--- src/rtl/fcd_pkg.sv ---
package fcd_pkg;

  typedef enum logic [1:0] {
    RM_ARRAY  = 2'd0,
    RM_IDENT  = 2'd1,
    RM_STATUS = 2'd2
  } rmode_t;

  typedef enum logic [2:0] {
    OK_NONE       = 3'd0,
    OK_BLK_ERASE  = 3'd1,
    OK_CHIP_ERASE = 3'd2,
    OK_WRITE      = 3'd3,
    OK_LOCK_SET   = 3'd4,
    OK_LOCK_CLR   = 3'd5,
    OK_PERM_LOCK  = 3'd6,
    OK_OTP        = 3'd7
  } opkind_t;

  typedef enum logic [1:0] {
    SQ_READY = 2'd0,
    SQ_SETUP = 2'd1,
    SQ_RUN   = 2'd2,
    SQ_SUSP  = 2'd3
  } sqstate_t;

  localparam logic [7:0] C_READ_ARRAY = 8'hFF;
  localparam logic [7:0] C_READ_IDENT = 8'h90;
  localparam logic [7:0] C_READ_STAT  = 8'h70;
  localparam logic [7:0] C_CLEAR_STAT = 8'h50;
  localparam logic [7:0] C_BLK_SETUP  = 8'h20;
  localparam logic [7:0] C_CHIP_SETUP = 8'h30;
  localparam logic [7:0] C_WR_SETUP   = 8'h40;
  localparam logic [7:0] C_WR_SETUP2  = 8'h10;
  localparam logic [7:0] C_LOCK_SETUP = 8'h60;
  localparam logic [7:0] C_OTP_SETUP  = 8'hC0;
  localparam logic [7:0] C_CONFIRM    = 8'hD0;
  localparam logic [7:0] C_LOCK_ONE   = 8'h01;
  localparam logic [7:0] C_LOCK_PERM  = 8'hF1;
  localparam logic [7:0] C_SUSPEND    = 8'hB0;

  localparam logic [7:0] SR_RESET     = 8'h80;
  localparam logic [7:0] SR_CLEARABLE = 8'h3A;
  localparam logic [7:0] SR_SEQ_ERR   = 8'h30;
  localparam logic [7:0] SR_SUSP_ANY  = 8'h44;

  function automatic logic is_setup_code(input logic [7:0] b);
    return (b == C_BLK_SETUP) || (b == C_CHIP_SETUP) || (b == C_WR_SETUP) ||
           (b == C_WR_SETUP2) || (b == C_LOCK_SETUP) || (b == C_OTP_SETUP);
  endfunction

  function automatic rmode_t pick_mode(input logic [7:0] b, input rmode_t cur);
    if (b == C_READ_ARRAY) return RM_ARRAY;
    if (b == C_READ_IDENT) return RM_IDENT;
    if (b == C_READ_STAT)  return RM_STATUS;
    return cur;
  endfunction

  function automatic opkind_t second_cycle_kind(input logic [7:0] setup,
                                                input logic [7:0] conf);
    if (setup == C_WR_SETUP || setup == C_WR_SETUP2) return OK_WRITE;
    if (setup == C_OTP_SETUP) return OK_OTP;
    if (setup == C_BLK_SETUP  && conf == C_CONFIRM) return OK_BLK_ERASE;
    if (setup == C_CHIP_SETUP && conf == C_CONFIRM) return OK_CHIP_ERASE;
    if (setup == C_LOCK_SETUP) begin
      if (conf == C_LOCK_ONE)  return OK_LOCK_SET;
      if (conf == C_CONFIRM)   return OK_LOCK_CLR;
      if (conf == C_LOCK_PERM) return OK_PERM_LOCK;
    end
    return OK_NONE;
  endfunction

  function automatic logic can_suspend(input opkind_t k);
    return (k == OK_BLK_ERASE) || (k == OK_WRITE);
  endfunction

  function automatic logic [7:0] suspend_mark(input opkind_t k);
    return (k == OK_BLK_ERASE) ? 8'h40 : 8'h04;
  endfunction

  function automatic logic [7:0] done_error_bits(input opkind_t k, input logic fail,
                                                 input logic vlow, input logic prot);
    logic erase_like;
    erase_like = (k == OK_BLK_ERASE) || (k == OK_CHIP_ERASE) || (k == OK_LOCK_CLR);
    return {2'b00, fail & erase_like, fail & ~erase_like, vlow, 1'b0, prot, 1'b0};
  endfunction

endpackage

--- src/rtl/fcd_seq.sv ---
module fcd_seq
  import fcd_pkg::*;
(
  input  logic       clk,
  input  logic       rst_n,
  input  logic       cmd_valid,
  input  logic [7:0] cmd_byte,
  input  logic       eng_done,
  output rmode_t     mode_q,
  output opkind_t    kind_q,
  output logic       ev_launch,
  output logic       ev_seq_err,
  output logic       ev_clear,
  output logic       ev_susp,
  output logic       ev_resume,
  output logic       ev_done,
  output logic       running,
  output logic       suspended
);

  sqstate_t   st_q, st_d;
  logic [7:0] pend_q, pend_d;
  rmode_t     mode_d;
  opkind_t    kind_d;
  opkind_t    conf_kind;

  assign conf_kind = second_cycle_kind(pend_q, cmd_byte);
  assign running   = (st_q == SQ_RUN);
  assign suspended = (st_q == SQ_SUSP);

  always_comb begin
    st_d       = st_q;
    pend_d     = pend_q;
    mode_d     = mode_q;
    kind_d     = kind_q;
    ev_launch  = 1'b0;
    ev_seq_err = 1'b0;
    ev_clear   = 1'b0;
    ev_susp    = 1'b0;
    ev_resume  = 1'b0;
    ev_done    = 1'b0;
    case (st_q)
      SQ_READY: begin
        if (cmd_valid) begin
          if (is_setup_code(cmd_byte)) begin
            st_d   = SQ_SETUP;
            pend_d = cmd_byte;
          end else begin
            mode_d   = pick_mode(cmd_byte, mode_q);
            ev_clear = (cmd_byte == C_CLEAR_STAT);
          end
        end
      end
      SQ_SETUP: begin
        if (cmd_valid) begin
          mode_d = RM_STATUS;
          if (conf_kind != OK_NONE) begin
            ev_launch = 1'b1;
            kind_d    = conf_kind;
            st_d      = SQ_RUN;
          end else begin
            ev_seq_err = 1'b1;
            st_d       = SQ_READY;
          end
        end
      end
      SQ_RUN: begin
        if (eng_done) begin
          ev_done = 1'b1;
          st_d    = SQ_READY;
        end else if (cmd_valid) begin
          if (cmd_byte == C_SUSPEND && can_suspend(kind_q)) begin
            ev_susp = 1'b1;
            st_d    = SQ_SUSP;
            mode_d  = RM_STATUS;
          end else if (cmd_byte == C_READ_STAT) begin
            mode_d = RM_STATUS;
          end
        end
      end
      SQ_SUSP: begin
        if (cmd_valid) begin
          if (cmd_byte == C_CONFIRM) begin
            ev_resume = 1'b1;
            st_d      = SQ_RUN;
            mode_d    = RM_STATUS;
          end else begin
            mode_d = pick_mode(cmd_byte, mode_q);
          end
        end
      end
      default: st_d = SQ_READY;
    endcase
  end

  always_ff @(posedge clk or negedge rst_n) begin
    if (!rst_n) begin
      st_q   <= SQ_READY;
      pend_q <= 8'h00;
      mode_q <= RM_ARRAY;
      kind_q <= OK_NONE;
    end else begin
      st_q   <= st_d;
      pend_q <= pend_d;
      mode_q <= mode_d;
      kind_q <= kind_d;
    end
  end

endmodule

--- src/rtl/fcd_status.sv ---
module fcd_status
  import fcd_pkg::*;
(
  input  logic       clk,
  input  logic       rst_n,
  input  logic       ev_launch,
  input  logic       ev_done,
  input  logic       ev_seq_err,
  input  logic       ev_clear,
  input  logic       ev_susp,
  input  logic       ev_resume,
  input  opkind_t    kind,
  input  logic       eng_fail,
  input  logic       eng_vlow,
  input  logic       eng_prot,
  output logic [7:0] sr_q
);

  logic [7:0] sr_d;

  always_comb begin
    sr_d = sr_q;
    if (ev_launch) sr_d[7] = 1'b0;
    if (ev_done) begin
      sr_d[7] = 1'b1;
      sr_d    = sr_d | done_error_bits(kind, eng_fail, eng_vlow, eng_prot);
    end
    if (ev_seq_err) sr_d = sr_d | SR_SEQ_ERR;
    if (ev_clear)   sr_d = sr_d & ~SR_CLEARABLE;
    if (ev_susp) begin
      sr_d[7] = 1'b1;
      sr_d    = sr_d | suspend_mark(kind);
    end
    if (ev_resume) begin
      sr_d[7] = 1'b0;
      sr_d    = sr_d & ~SR_SUSP_ANY;
    end
  end

  always_ff @(posedge clk or negedge rst_n) begin
    if (!rst_n) sr_q <= SR_RESET;
    else        sr_q <= sr_d;
  end

endmodule

--- src/rtl/flash_cmd_decoder.sv ---
module flash_cmd_decoder
  import fcd_pkg::*;
#(
  parameter int AW = 22,
  parameter int DW = 16
) (
  input  logic          clk,
  input  logic          rst_n,
  input  logic          cmd_valid,
  input  logic [AW-1:0] cmd_addr,
  input  logic [DW-1:0] cmd_data,
  input  logic          eng_done,
  input  logic          eng_fail,
  input  logic          eng_vlow,
  input  logic          eng_prot,
  output logic [1:0]    read_mode,
  output logic [7:0]    status,
  output logic          ready,
  output logic          op_start,
  output logic          op_suspend,
  output logic          op_resume,
  output logic [2:0]    op_kind,
  output logic [AW-1:0] op_addr,
  output logic [DW-1:0] op_data
);

  logic [7:0] cmd_byte;
  rmode_t     mode_q;
  opkind_t    kind_q;
  logic       ev_launch, ev_seq_err, ev_clear, ev_susp, ev_resume, ev_done;
  logic       running, suspended;

  assign cmd_byte = cmd_data[7:0];

  fcd_seq u_seq (
    .clk        (clk),
    .rst_n      (rst_n),
    .cmd_valid  (cmd_valid),
    .cmd_byte   (cmd_byte),
    .eng_done   (eng_done),
    .mode_q     (mode_q),
    .kind_q     (kind_q),
    .ev_launch  (ev_launch),
    .ev_seq_err (ev_seq_err),
    .ev_clear   (ev_clear),
    .ev_susp    (ev_susp),
    .ev_resume  (ev_resume),
    .ev_done    (ev_done),
    .running    (running),
    .suspended  (suspended)
  );

  fcd_status u_status (
    .clk        (clk),
    .rst_n      (rst_n),
    .ev_launch  (ev_launch),
    .ev_done    (ev_done),
    .ev_seq_err (ev_seq_err),
    .ev_clear   (ev_clear),
    .ev_susp    (ev_susp),
    .ev_resume  (ev_resume),
    .kind       (kind_q),
    .eng_fail   (eng_fail),
    .eng_vlow   (eng_vlow),
    .eng_prot   (eng_prot),
    .sr_q       (status)
  );

  always_ff @(posedge clk or negedge rst_n) begin
    if (!rst_n) begin
      op_start   <= 1'b0;
      op_suspend <= 1'b0;
      op_resume  <= 1'b0;
      op_addr    <= '0;
      op_data    <= '0;
    end else begin
      op_start   <= ev_launch;
      op_suspend <= ev_susp;
      op_resume  <= ev_resume;
      if (ev_launch) begin
        op_addr <= cmd_addr;
        op_data <= cmd_data;
      end
    end
  end

  assign read_mode = mode_q;
  assign op_kind   = kind_q;
  assign ready     = status[7];

endmodule

--- config.mk ---
export PLATFORM = sky130hd
export DESIGN_NAME = flash_cmd_decoder
export DESIGN_NICKNAME = d
export VERILOG_FILES = /design/src/rtl/fcd_pkg.sv /design/src/rtl/fcd_seq.sv /design/src/rtl/fcd_status.sv /design/src/rtl/flash_cmd_decoder.sv
export SDC_FILE = /design/constraint.sdc
export NUM_CORES = 1
export LEC_CHECK = 0
export BUFFER_PORTS_ARGS = -buffer_cell sky130_fd_sc_hd__buf_2
export CORE_ASPECT_RATIO = 1.4
export CORE_MARGIN = 8
export CORE_UTILIZATION = 50
export CTS_BUF_LIST = sky130_fd_sc_hd__clkbuf_8 sky130_fd_sc_hd__clkbuf_16
export CTS_CLUSTER_SIZE = 8
export DETAILED_ROUTE_END_ITERATION = 8
export PLACE_DENSITY = 0.91
export SYNTH_ARGS = -nofsm -noshare
export SYNTH_HDL_FRONTEND = slang
export SYNTH_HIERARCHICAL = 1
export SYNTH_SLANG_ARGS = --single-unit
export TNS_END_PERCENT = 10
--- constraint.sdc ---
create_clock -name clk -period 3 [get_ports clk]
set_clock_uncertainty 0.15 [all_clocks]
set_input_delay 0 -clock clk [delete_from_list [all_inputs] [get_ports clk]]
set_output_delay 0 -clock clk [all_outputs]
set_load 0.005 [all_outputs]
==> impl_results.md <==
- CP max stage delay: 0.59 ns
- Antenna-violating nets left: 0
- Die H: 107 µm
- Final Hold Viols: 0
- Status: complete, no violations
- CTS Buffer Depth: 2
- RSZ-0062 raised after global routing: false
- Clk_lat worst skew: 0.35 ns
- Initial Util: 51.2%
- CP bufs+invs: 1
- Number of antenna violations at the first check in global routing: 0
- Worst IR Drop VDD: 0.000530 V
- GR Util All Layers: 22.9%
- Via count: 2667
- Period Utilization, post-route: 90.6%
- First-pass GRT wire length: 14900 µm
- Worst-Margin Slew: 1.14 ns
- Cell variety after synth: 52
- Reg clk slew, reported paths: 0.09 ns
- Min-delay src: cmd_addr[13]
- Fin. max-slew vios: 0
- CORE AREA: 5820 µm²
- Synthesis-to-finish area growth: 40.5%
- Met3 GRT Util: 5.77%
- Number of remaining DRC errors: 0
- Met1 usage: 22.2%
- Pre-antenna DRT Iters: 5
- Max_cap viols: 0
- CTS root buffer: clkbuf_8
- Synth area leaders: dfrtp_1 (52%), mux2_4 (10%), mux2_2 (8.3%), a21oi_1 (1.8%), nor2_1 (1.8%)
- Setup Total Neg Slack: 0 ns
- Area leader, netlist: dfrtp_1
- Top_reg_cell synth: dfrtp_1
- DR WL/cell: 21.4 µm
- Post-route cell area: 4190 µm²
- # rows: 33
- Crit path kind: reg2reg
- Net Count, Synth: 287
- Die area: 8730 µm²
- Final GP Congestion: 0.907
- Clock Sinks: 63
- Synthesized area: 2980 µm²
- Die width: 81.3 µm
- Vias in the first global route: 2855
- Min cycle time layout: 2.72 ns
- Met2 usage: 40.4%
- Routed WL: 9850 µm
- Yosys top cell area share: 52.0%
- Hold path cells: 3
- CTS tree: yes
- Diode count: 0
- PortBufs: 98
- Ports: 100
- Yosys reg bits: 63
- Ys async rst share: 100%
- Drt via density: 5.79
- Leakage power: 2.04 nW
- FF-to-FF Start: u_seq/pend_q[1]$_DFFE_PN0P_
- Syn_area_per_cell: 12.5 µm²
- Critical Path AT: 2.79 ns
- Final Net Count: 435
- Synth Instances: 238
- Syn. warnings: 6
- Grt ovf: 0
- Detail Placement HPWL: 5620 µm
- Sequential fraction of the synthesis area: 52.9%
- Filler cells: 345
- Layout cells sized above 1: 43.2%
- Peak Freq: 0.368 GHz
- Relative slew slack: 23.9%
- CP max FO: 6
- H-tree levels: 3
- Busiest layer in global routing: met2
- Largest net degree at the start of global routing: 54
- Post-synth EDFFs: 0
- Crit-path cells: nor4_1, and3_1, o211ai_1, nand2_1, nor2_1, nor2_1, a21oi_1, dlygate4sd3_1
- WP data required: 3.08 ns
- Pwr Density: 863 nW/µm²
- R2r endpoint: u_status/sr_q[4]$_DFFE_PN0P_
- Setup slack, reg-to-reg: 0.28 ns
- Num CTS Buffers: 9
- DP Area: 3530 µm²
- Most used cell, CP: nor2_1
- Crit. End Element: flop
- Setup violations, final: 0
- Crit-path leading delay family: simple AND/OR/NAND/NOR gates
- CP max-delay cell: dlygate4sd3_1
- Initial DRC Count: 202
- Hold/Removal Path Class: in2reg
- Hold endpoint: op_addr[13]$_DFFE_PN0P_
- Reg2reg path depth: 8
- CP Launch Type: flop
-- Yosys cell counts, types with 2 or more instances --
cell,count
o22ai_1,3
buf_2,3
or3_4,2
nor2b_1,2
nand2b_1,6
mux2_1,2
o31ai_1,2
mux2_2,22
nor3_1,4
o211ai_1,2
a32oi_1,2
ha_1,4
nor2_1,14
nand4_1,2
buf_4,2
buf_6,3
nand3_1,7
a21oi_1,11
clkbuf_1,2
a221oi_1,2
and2_1,5
nor4_1,4
inv_1,10
mux2_4,20
or3b_1,2
nand2_1,6
o21ai_0,8
dfrtp_1,62
-- routing by layer --
layer / up-vias / wire [µm]
li1: 1154 / -
met1: 1297 / 3110
met2: 172 / 5550
met3: 44 / 657
met4: 0 / 537
met5: - / 0
-- where the power goes --
part	switching (mW)	total [mW]	internal, mW
combinational	0.651	1.44	0.786
clock	0.361	0.738	0.378
sequential	0.264	1.44	1.18
total	1.27	3.62	2.34
-- sequential cells by signal (all words and copies together), names as in the netlist --
| register | count |
|---|---|
| u_seq/kind_q | 3 |
| op_addr | 22 |
| op_start | 1 |
| op_suspend | 1 |
| u_seq/mode_q | 2 |
| u_status/sr_q | 7 |
| op_resume | 1 |
| u_seq/st_q | 2 |
| u_seq/pend_q | 8 |
| op_data | 16 |
-- metrics by stage --
stage / instances / worst slack (ns) / hold slack [ns] / total power [mW] / utilization, %
6_report: 461 / 0.283 / 0.256 / 3.62 / 72.0
5_1_grt: 461 / 0.152 / 0.248 / 3.77 / 72.0
4_1_cts: 461 / 0.395 / 0.258 / 3.46 / 72.0
3_5_place_dp: 398 / 0.503 / 0.0845 / 2.69 / 60.7
3_3_place_gp: 398 / 0.611 / 0.0803 / 2.61 / 60.7
2_1_floorplan: 238 / 0.647 / -0.446 / 2.15 / -
-- cell type report --
| cell class | instances | area (µm²) | share of cell area (%) |
|---|---|---|---|
| Sequential cell | 63 | 1580 | 37.6 |
| Multi-Input combinational cell | 154 | 1300 | 31.1 |
| Timing Repair Buffer | 148 | 996 | 23.8 |
| Clock buffer | 9 | 124 | 2.96 |
| Tap cell | 70 | 87.6 | 2.09 |
| Clock inverter | 7 | 65.1 | 1.55 |
| Inverter | 10 | 37.5 | 0.896 |
-- tightest hold or removal path, stage by stage --
cell	delay, ns
dlygate4sd3_1	0.52
buf_2	0.09
mux2_4	0.12
-- cell families after synthesis --
| group | count (synthesis) | share of synthesized area (%) |
|---|---|---|
| muxes | 44 | 19.1 |
| and+or+nand+nor | 65 | 12.9 |
| DFF | 63 | 52.9 |
| buffers and inverters | 21 | 3.77 |
| other | 1 | 0.126 |
| AOI/OAI and AO/OA | 40 | 9.48 |
| adders and majority gates | 4 | 1.68 |
-- placed cells by master (no fill, tap or decap), types with 2 or more instances in the layout --
cell / Yosys / layout
buf_2: 3 / 98
dfrtp_1: 62 / 62
dlygate4sd3_1: 0 / 47
mux2_2: 22 / 22
mux2_4: 20 / 20
nor2_1: 14 / 14
inv_1: 10 / 11
a21oi_1: 11 / 10
clkbuf_8: 0 / 9
o21ai_0: 8 / 8
nand3_1: 7 / 7
nand2b_1: 6 / 6
nand2_1: 6 / 6
and2_1: 5 / 5
nor4_1: 4 / 4
nor3_1: 4 / 4
ha_1: 4 / 4
clkinv_2: 0 / 3
o22ai_1: 3 / 3
buf_4: 2 / 2
or3_4: 2 / 2
o31ai_1: 2 / 2
a221oi_1: 2 / 2
o211ai_1: 2 / 2
a21oi_4: 1 / 2
nand4_1: 2 / 2
nor2b_1: 2 / 2
a32oi_1: 2 / 2
mux2_1: 2 / 2
or3b_1: 2 / 2
-- how the worst max path moves through the flow --
stage	from	endpoint	slack (ns)	cells after the start
floorplan	u_seq/pend_q[1]$_DFFE_PN0P_	op_addr[0]$_DFFE_PN0P_	0.65	7
global placement	u_seq/pend_q[1]$_DFFE_PN0P_	op_data[10]$_DFFE_PN0P_	0.61	6
detailed placement	u_seq/pend_q[1]$_DFFE_PN0P_	op_data[15]$_DFFE_PN0P_	0.50	6
CTS	u_seq/pend_q[1]$_DFFE_PN0P_	u_status/sr_q[4]$_DFFE_PN0P_	0.39	8
global route	u_seq/pend_q[0]$_DFFE_PN0P_	u_status/sr_q[4]$_DFFE_PN0P_	0.15	8
finish	u_seq/pend_q[1]$_DFFE_PN0P_	u_status/sr_q[4]$_DFFE_PN0P_	0.28	8
-- what timing repair did --
| action | 4_1_cts | 5_1_grt |
|---|---|---|
| resized for setup | 0 | 0 |
| setup endpoints to repair | 0 | 0 |
| hold buffers | 47 | 0 |
| setup buffers | 0 | 0 |
| endpoints found under the hold margin | 105 | 0 |
Note: power is estimated with default switching activity, not from simulation.
